==> src/rtl/seg_addr_pkg.sv <==
package seg_addr_pkg;

    localparam int SEG_W   = 16;
    localparam int OFS_W   = 16;
    localparam int PADDR_W = 20;
    localparam int PARA_SH = 4;
    localparam int NSEG    = 4;
    localparam int SEL_W   = $clog2(NSEG);

    typedef enum logic [1:0] {
        SEG_ES = 2'd0,
        SEG_CS = 2'd1,
        SEG_SS = 2'd2,
        SEG_DS = 2'd3
    } seg_id_t;

    typedef enum logic [1:0] {
        ACC_FETCH  = 2'd0,
        ACC_DATA   = 2'd1,
        ACC_STACK  = 2'd2,
        ACC_STRDST = 2'd3
    } acc_kind_t;

    typedef enum logic [1:0] {
        ST_IDLE = 2'd0,
        ST_LOW  = 2'd1,
        ST_HIGH = 2'd2
    } seq_state_t;

    function automatic seg_id_t default_seg(acc_kind_t kind);
        seg_id_t s;
        unique case (kind)
            ACC_FETCH:  s = SEG_CS;
            ACC_DATA:   s = SEG_DS;
            ACC_STACK:  s = SEG_SS;
            ACC_STRDST: s = SEG_ES;
            default:    s = SEG_DS;
        endcase
        return s;
    endfunction

endpackage

==> src/rtl/seg_regfile.sv <==
module seg_regfile
    import seg_addr_pkg::*;
#(
    parameter int W  = SEG_W,
    parameter int N  = NSEG,
    localparam int SW = $clog2(N)
) (
    input  logic          clk,
    input  logic          rst_n,
    input  logic          we,
    input  logic [SW-1:0] wsel,
    input  logic [W-1:0]  wdata,
    input  logic [SW-1:0] rsel,
    output logic [W-1:0]  rdata
);

    logic [W-1:0] regs [N];

    for (genvar i = 0; i < N; i++) begin : g_seg
        always_ff @(posedge clk or negedge rst_n) begin
            if (!rst_n) begin
                regs[i] <= '0;
            end else if (we && (wsel == SW'(i))) begin
                regs[i] <= wdata;
            end
        end
    end

    assign rdata = regs[rsel];

endmodule

==> src/rtl/seg_pick.sv <==
module seg_pick
    import seg_addr_pkg::*;
(
    input  logic [1:0] kind,
    input  logic       ovr_valid,
    input  logic [1:0] ovr_seg,
    output logic [1:0] sel
);

    acc_kind_t k;
    seg_id_t   dflt;

    always_comb begin
        k    = acc_kind_t'(kind);
        dflt = default_seg(k);
        if (ovr_valid && (k != ACC_FETCH)) begin
            sel = ovr_seg;
        end else begin
            sel = dflt;
        end
    end

endmodule

==> src/rtl/seg_addr_calc.sv <==
module seg_addr_calc
    import seg_addr_pkg::*;
#(
    parameter int SW = SEG_W,
    parameter int OW = OFS_W,
    parameter int AW = PADDR_W,
    parameter int SH = PARA_SH
) (
    input  logic [SW-1:0] seg,
    input  logic [OW-1:0] ofs,
    output logic [AW-1:0] paddr
);

    logic [AW-1:0] base;
    logic [AW-1:0] disp;

    always_comb begin
        base  = AW'({seg, {SH{1'b0}}});
        disp  = AW'(ofs);
        paddr = base + disp;
    end

endmodule

==> src/rtl/seg_byte_seq.sv <==
module seg_byte_seq
    import seg_addr_pkg::*;
#(
    parameter int AW = PADDR_W
) (
    input  logic          clk,
    input  logic          rst_n,
    input  logic          req_valid,
    input  logic          req_word,
    input  logic [AW-1:0] req_addr,
    output logic          req_ready,
    output logic          mem_valid,
    input  logic          mem_ready,
    output logic [AW-1:0] mem_addr,
    output logic          mem_hi
);

    seq_state_t    state_q, state_d;
    logic [AW-1:0] addr_q;
    logic          word_q;
    logic          accept;

    assign accept = req_valid && (state_q == ST_IDLE);

    always_comb begin
        state_d = state_q;
        unique case (state_q)
            ST_IDLE: if (req_valid) state_d = ST_LOW;
            ST_LOW:  if (mem_ready) state_d = word_q ? ST_HIGH : ST_IDLE;
            ST_HIGH: if (mem_ready) state_d = ST_IDLE;
            default: state_d = ST_IDLE;
        endcase
    end

    always_ff @(posedge clk or negedge rst_n) begin
        if (!rst_n) begin
            state_q <= ST_IDLE;
            addr_q  <= '0;
            word_q  <= 1'b0;
        end else begin
            state_q <= state_d;
            if (accept) begin
                addr_q <= req_addr;
                word_q <= req_word;
            end
        end
    end

    always_comb begin
        req_ready = 1'b0;
        mem_valid = 1'b0;
        mem_hi    = 1'b0;
        mem_addr  = addr_q;
        unique case (state_q)
            ST_IDLE: req_ready = 1'b1;
            ST_LOW:  mem_valid = 1'b1;
            ST_HIGH: begin
                mem_valid = 1'b1;
                mem_hi    = 1'b1;
                mem_addr  = addr_q + AW'(1);
            end
            default: req_ready = 1'b0;
        endcase
    end

endmodule

==> src/rtl/seg_addr_gen.sv <==
module seg_addr_gen
    import seg_addr_pkg::*;
#(
    parameter int SEGW = SEG_W,
    parameter int OFSW = OFS_W,
    parameter int AW   = PADDR_W,
    parameter int SH   = PARA_SH
) (
    input  logic            clk,
    input  logic            rst_n,
    input  logic            seg_we,
    input  logic [1:0]      seg_wsel,
    input  logic [SEGW-1:0] seg_wdata,
    input  logic            req_valid,
    output logic            req_ready,
    input  logic [1:0]      req_kind,
    input  logic [OFSW-1:0] req_ofs,
    input  logic            req_word,
    input  logic            ovr_valid,
    input  logic [1:0]      ovr_seg,
    output logic            mem_valid,
    input  logic            mem_ready,
    output logic [AW-1:0]   mem_addr,
    output logic            mem_hi
);

    logic [1:0]      sel;
    logic [SEGW-1:0] seg_val;
    logic [AW-1:0]   paddr;

    seg_pick u_pick (
        .kind      (req_kind),
        .ovr_valid (ovr_valid),
        .ovr_seg   (ovr_seg),
        .sel       (sel)
    );

    seg_regfile #(.W(SEGW), .N(NSEG)) u_regs (
        .clk   (clk),
        .rst_n (rst_n),
        .we    (seg_we),
        .wsel  (seg_wsel),
        .wdata (seg_wdata),
        .rsel  (sel),
        .rdata (seg_val)
    );

    seg_addr_calc #(.SW(SEGW), .OW(OFSW), .AW(AW), .SH(SH)) u_calc (
        .seg   (seg_val),
        .ofs   (req_ofs),
        .paddr (paddr)
    );

    seg_byte_seq #(.AW(AW)) u_seq (
        .clk       (clk),
        .rst_n     (rst_n),
        .req_valid (req_valid),
        .req_word  (req_word),
        .req_addr  (paddr),
        .req_ready (req_ready),
        .mem_valid (mem_valid),
        .mem_ready (mem_ready),
        .mem_addr  (mem_addr),
        .mem_hi    (mem_hi)
    );

endmodule

==> config.mk <==
export PLATFORM = sky130hd
export DESIGN_NAME = seg_addr_gen
export DESIGN_NICKNAME = d
export VERILOG_FILES = /design/src/rtl/seg_addr_pkg.sv /design/src/rtl/seg_regfile.sv /design/src/rtl/seg_pick.sv /design/src/rtl/seg_addr_calc.sv /design/src/rtl/seg_byte_seq.sv /design/src/rtl/seg_addr_gen.sv
export SDC_FILE = /design/constraint.sdc
export NUM_CORES = 1
export LEC_CHECK = 0
export CORE_MARGIN = 2
export CORE_UTILIZATION = 66
export CTS_BUF_LIST = sky130_fd_sc_hd__clkbuf_4 sky130_fd_sc_hd__clkbuf_8
export DETAILED_ROUTE_END_ITERATION = 10
export DONT_BUFFER_PORTS = 1
export GPL_TIMING_DRIVEN = 0
export PLACE_DENSITY = 0.89
export SLEW_MARGIN = 10
export SYNTH_ARGS = -nofsm -noshare
export SYNTH_HDL_FRONTEND = slang
export SYNTH_SLANG_ARGS = --single-unit
==> constraint.sdc <==
create_clock -name clk -period 2.95 [get_ports clk]
set_input_delay 0 -clock clk [delete_from_list [all_inputs] [get_ports clk]]
set_output_delay 0 -clock clk [all_outputs]
set_load 0.01 [all_outputs]
==> results of run 1 <==
==> timing repair <==
item,in CTS,in global routing
hold buffers,29,0
endpoints found under the setup margin,5,0
endpoints found under the hold margin,161,0
buffers inserted,2,0
gates resized for setup,2,0
==> sequential cells by signal, indices dropped and copies added (netlist names) <==
register and count:
u_regs.regs 64, u_seq.addr_q 20, u_seq.state_q 2, u_seq.word_q 1
==> critical path, delay by kind of cell <==
| family | cells | cell delay [ns] |
|---|---|---|
| AO/OA/AOI/OAI | 5 | 0.88 |
| AND/OR/NAND/NOR | 1 | 0.23 |
| multiplexers | 2 | 0.68 |
| adder cells (fa/ha/maj) | 3 | 0.76 |
| XOR/XNOR | 1 | 0.18 |
| buffers and inverters | 2 | 0.30 |
==> through the flow <==
step,cells,utilization (%)
2_1_floorplan,368,-
3_3_place_gp,464,70.9
3_5_place_dp,464,70.9
4_1_cts,511,78.8
5_1_grt,511,78.8
6_report,511,78.8
==> per-layer routing <==
metal / routed length, um / up-vias / GRT usage (%)
met2: 5250 / 114 / 48.4
met3: 567 / 16 / 8.20
met1: 4090 / 1639 / 32.6
met5: 0 / - / 0
met4: 216 / 0 / 10.3
li1: - / 1442 / -
==> cells in the final DEF, fill, tap and decap left out, types with 9 or more instances in the layout <==
| cell type | synthesis | final |
|---|---|---|
| nand2_1 | 26 | 26 |
| xnor2_1 | 16 | 16 |
| dfrtp_1 | 87 | 87 |
| o21ai_0 | 18 | 17 |
| dlygate4sd3_1 | 0 | 28 |
| nand3_1 | 10 | 10 |
| mux2_2 | 72 | 72 |
| xor2_1 | 14 | 14 |
| a21oi_1 | 16 | 15 |
| clkbuf_8 | 0 | 9 |
| mux4_2 | 13 | 13 |
| ha_1 | 19 | 16 |
==> cells in the mapped netlist, drive strengths merged, types with 2 or more instances <==
cell type	instances	area share, %
a211oi	3	0.75
nor2b	3	0.40
and2	2	0.27
nand3b	2	0.32
xor2	14	2.6
nand2	26	2.1
nand3	11	1.3
xnor2	16	3.0
ha	19	5.1
mux4	16	8.0
nor3b	2	0.32
inv	9	0.73
nor2	8	0.65
dfrtp	87	47
nand4	6	0.81
and3	6	0.81
o211ai	4	0.65
o21ai	18	1.9
clkbuf	9	0.73
a21oi	16	1.7
a21o	5	0.81
mux2	72	17
==> cell families after synthesis <==
group,count (synthesis),share of synthesized area (%)
mux,89,25.7
buf+inv,19,1.56
fa+ha+maj,20,5.55
xor+xnor,30,5.65
flops,87,46.8
simple gates,70,7.59
compound gates,53,7.14
==> path summary, 6_finish.rpt <==
path,from,to,slack (ns)
hold / removal,req_ofs[8],u_seq.addr_q[8]$_DFFE_PN0P_,0.06
setup reg to reg,u_seq.state_q[0]$_DFFE_PN0P_,u_seq.state_q[0]$_DFFE_PN0P_,0.25
hold reg to reg,u_regs.regs[30]$_DFFE_PN0P_,u_regs.regs[30]$_DFFE_PN0P_,0.51
max in group asynchronous,rst_n,u_regs.regs[17]$_DFFE_PN0P_,2.39
min in group asynchronous,rst_n,u_seq.addr_q[2]$_DFFE_PN0P_,0.18
setup / recovery,req_kind[0],u_seq.addr_q[14]$_DFFE_PN0P_,0.16
==> power by group <==
group          total (mW)  switching (mW)  leakage (nW)  internal [mW]
clock               0.859           0.457         0.102          0.401
sequential           1.78           0.267          1.04           1.52
combinational        1.51           0.786          1.14          0.721
total                4.15            1.51          2.28           2.64
==> layout make-up <==
type | instances | area [um^2]
Multi-Input combinational cell | 262 | 2450
Tap cell | 96 | 120
Clock buffer | 9 | 124
Timing Repair Buffer | 31 | 323
Sequential cell | 87 | 2180
Fill cell | 389 | 1440
Buffer | 10 | 48.8
Inverter | 9 | 33.8
Clock inverter | 7 | 80.1
==> flow_metrics.tcl, run 1 <==
set metrics [dict create \
    cp_max_fo 10 \
    worstHoldPathType "in -> reg" \
    grt_max_degree 88 \
    num-nets-final 475 \
    hold_path_depth 3 \
    worst_slew_pin_slew_ns 1.23 \
    grt_pass1_wl_um 15900 \
    rows 30 \
    power_mw 4.15 \
    die_y_um 87.9 \
    cts_sinks 87 \
    worstSetupPathType "in -> reg" \
    power_density_nw_per_um2 775 \
    cts_tree "yes" \
    hold_ws_ns 0.0616 \
    ir_worst_vdd_mv 0.365 \
    cpMaxStageDelayCell "mux4_2" \
    routed_wl_um 10100 \
    slowest_delay_ns 0.38 \
    rsz0062_at_grt "no" \
    ant_nets 0 \
    slew_headroom_pct 17.5 \
    grt_usage_pct 27.8 \
    status "finished clean" \
    drc 0 \
    numCtsBuffers 9 \
    yosysSeqAreaShare_pct 46.8 \
    antenna_cells 0 \
    maxCapViolations 0 \
    crit_chain "inv_1 -> ha_2 -> nor2b_1 -> mux2i_4 -> clkbuf_4 -> mux4_2 -> ha_4 -> fa_2 -> a211oi_2 -> o211ai_1 -> a21o_1 -> a21oi_2 -> xor2_1 -> o21ai_1" \
    avgSynthCellArea_um2 12.6 \
    syn_inst 368 \
    yosys_warnings 0 \
    drv_slew 0 \
    grt_pass1_vias 3340 \
    cp.required_ns 3.19 \
    place_ws_ns -0.501 \
    synth.net_count 433 \
    skew_ns 0.0116 \
    clk_pin_slew_ns 0.09 \
    die_area_um2 7730 \
    synthesis.area_um2 4650 \
    antenna_found_initial 0 \
    dp_hpwl_um 6790 \
    initial_core_util_pct 68.4 \
    cp-start-kind "primary input" \
    period_minus_slack_ns 2.79 \
    placed_cell_area_um2 4810 \
    insertion_delay_ns 0.37 \
    synth-seq-cells 87 \
    worstPathArrival_ns 3.03 \
    gp_congestion 0.854 \
    tns_ns 0 \
    pin_count 68 \
    worst_slack_ns 0.157 \
    coreArea_um2 6790 \
    fin_area_um2 5350 \
    critPathCaptureType "flip-flop" \
    final-setup-viol-count 0 \
    area_growth_pct 15.2 \
    async_reset_ff_share_pct 100 \
    clk_path_buf_depth 2 \
    root_buffer "clkbuf_8" \
    vias 3211 \
    synth-main-ff-cell "dfrtp_1" \
    max_freq_mhz 358 \
    first_pass_iters 4 \
    reg2reg_depth 8 \
    post-route-period-util_pct 94.7 \
    routedWlPerCell_um 19.8 \
    p_leak_nw 2.28 \
    via_per_inst 6.28 \
    drt_iter0_markers 174 \
    hold_viol 0 \
    grt-ovfl-total 0 \
    htree_levels 3 \
    port-buffer-count 0 \
    synth.distinct_cells 39 \
    die_w_um 87.9 \
    synth_edf_count 0 \
    layout-drive-gt1-share_pct 28.2 \
]
Power figures use the tool's default switching activity.
==> run 2, diff against run 1 <==
--- a/config.mk
+++ b/config.mk
@@ -5,6 +5,7 @@
 export SDC_FILE = /design/constraint.sdc
 export NUM_CORES = 1
 export LEC_CHECK = 0
+export CORE_ASPECT_RATIO = 0.6
 export CORE_MARGIN = 2
 export CORE_UTILIZATION = 66
 export CTS_BUF_LIST = sky130_fd_sc_hd__clkbuf_4 sky130_fd_sc_hd__clkbuf_8
==> run 2 against run 1 <==
- routed wire length decreased by 3.7%
- non-clock buffer count up 1
- sequential cell count unchanged
- clock skew down 0.0017 ns
- critical path depth did not move
- die area increased by 0.28%
- highest routed layer unchanged
==> flow_metrics.tcl, run 2 (synthesis results as in run 1) <==
set metrics [dict create \
    rsz0062_at_grt "no" \
    cts_tree "yes" \
    max_freq_mhz 364 \
    vias 3120 \
    crit_chain "inv_1 -> ha_2 -> nor2b_2 -> mux2i_4 -> clkbuf_4 -> mux4_2 -> ha_4 -> fa_2 -> a211oi_2 -> o211ai_1 -> and3_1 -> o211ai_1 -> xor2_1 -> o21ai_0" \
    status "finished clean" \
    worst_slack_ns 0.202 \
    slew_headroom_pct 19.4 \
    clk_pin_slew_ns 0.09 \
    rows 23 \
    top_regs "u_regs.regs: 64 flops, u_seq.addr_q: 20 flops, u_seq.state_q: 2 flops" \
    p_leak_nw 2.28 \
    top_layer "met4" \
    post-route-period-util_pct 93.2 \
    routed_wl_um 9750 \
    ant_nets 0 \
    slowest_delay_ns 0.37 \
    cpMaxStageDelayCell "fa_2" \
    cts_sinks 87 \
    antenna_found_initial 0 \
    drt_iter0_markers 167 \
    htree_levels 3 \
    tns_ns 0 \
    worstPathArrival_ns 2.98 \
    grt_usage_pct 27.3 \
    wl_met1_um 4430 \
    regMostFlops "u_regs.regs" \
    r2r_slack_ns 0.31 \
    first_pass_iters 5 \
    port-buffer-count 0 \
    met3_length_um 535 \
    worstSetupPathType "in -> reg" \
    period_minus_slack_ns 2.75 \
    die_area_um2 7750 \
    die_w_um 112 \
    worstHoldPathType "in -> reg" \
    coreArea_um2 6730 \
    final_cell_mix "dfrtp_1, mux2_2, dlygate4sd3_1, nand2_1, o21ai_0" \
    power_mw 4.12 \
    numCtsBuffers 9 \
    root_buffer "clkbuf_8" \
    hold_viol 0 \
    dp_hpwl_um 6890 \
    cp-start-kind "primary input" \
    cp_max_fo 10 \
    skew_ns 0.00983 \
    pin_count 68 \
    cp.required_ns 3.19 \
    insertion_delay_ns 0.37 \
    final_common_cell "dfrtp_1" \
    num-nets-final 476 \
    critPathCaptureType "flip-flop" \
    drv_slew 0 \
    antenna_cells 0 \
    clk_path_buf_depth 2 \
    power_density_nw_per_um2 769 \
    ir_worst_vdd_mv 0.496 \
    wl_met2_um 4610 \
    area_growth_pct 15.2 \
    drc 0 \
    grt_max_degree 88 \
    grt_pass1_vias 3161 \
    grt-ovfl-total 0 \
    via_per_inst 6.20 \
    routedWlPerCell_um 19.4 \
    gp_congestion 0.876 \
    maxCapViolations 0 \
    layout-drive-gt1-share_pct 28.8 \
    final-setup-viol-count 0 \
    die_y_um 69.0 \
    worst_slew_pin_slew_ns 1.21 \
    initial_core_util_pct 69.0 \
    place_ws_ns -0.469 \
    largest_reg_flops 64 \
    grt_pass1_wl_um 15800 \
    crit_top_cell "o211ai_1" \
]
-- run 2: changes by cell type in the layout (fill, tap and decap cells not counted), sizes merged --
cell / change
buf: +1
clkinvlp: +2
clkinv: -2
clkbuf: +2
inv: -2
-- run 2: repair_timing --
action,4_1_cts,5_1_grt
hold endpoints to repair,161,0
endpoints found under the setup margin,4,7
hold buffers,29,0
buffers inserted,1,2
pin swaps,1,0
resized for setup,2,3
gates cloned,0,0
-- run 2: final cells by class --
class	instances	area (um^2)
repair buffers	32	330
clock inverters	5	57.6
well taps	87	109
clock buffers	11	145
fillers	392	1380
inverters	9	33.8
plain buffers	10	50.0
flip-flops and latches	87	2180
multi-input cells	262	2450
-- run 2: critical path: cells and delay by family --
family                     cells  cell delay, ns
adders and majority gates      3            0.75
muxes                          2            0.65
xor gates and xnor gates       1            0.17
AOI/OAI and AO/OA              4            0.71
and+or+nand+nor                2            0.39
buffers and inverters          2            0.31
-- run 2: final timing paths --
kind                                                   from                            to  depth (start not counted)
worst min register to register  u_regs.regs[10]$_DFFE_PN0P_   u_regs.regs[10]$_DFFE_PN0P_                          1
worst max register to register  u_regs.regs[48]$_DFFE_PN0P_  u_seq.addr_q[18]$_DFFE_PN0P_                          9
min in group asynchronous                             rst_n   u_regs.regs[49]$_DFFE_PN0P_                          2
max in group asynchronous                             rst_n   u_regs.regs[47]$_DFFE_PN0P_                          2
worst min-delay path                            seg_wsel[0]   u_regs.regs[63]$_DFFE_PN0P_                          2
worst max-delay path                            req_kind[0]  u_seq.addr_q[18]$_DFFE_PN0P_                         14
-- run 2: layer usage --
metal | global-route usage (%) | up-vias
li1 | - | 1435
met1 | 36.0 | 1570
met2 | 44.1 | 98
met3 | 7.60 | 17
met4 | 10.8 | 0
met5 | 0 | -
-- run 2: power breakdown --
group / leakage, nW / internal, mW / switching (mW)
logic: 1.15 / 0.722 / 0.774
registers: 1.04 / 1.52 / 0.275
clock network: 0.0950 / 0.422 / 0.408
-- run 2: metrics by stage --
step                      hold slack, ns  utilization (%)  instances  area (um^2)
after floorplan                   -0.296                -        368         4690
after global placement            -0.293             71.3        455         4800
after detailed placement          -0.294             71.3        455         4800
after CTS                         0.0519             79.2        501         5330
after global routing              0.0639             79.5        503         5350
final                             0.0710             79.5        503         5350
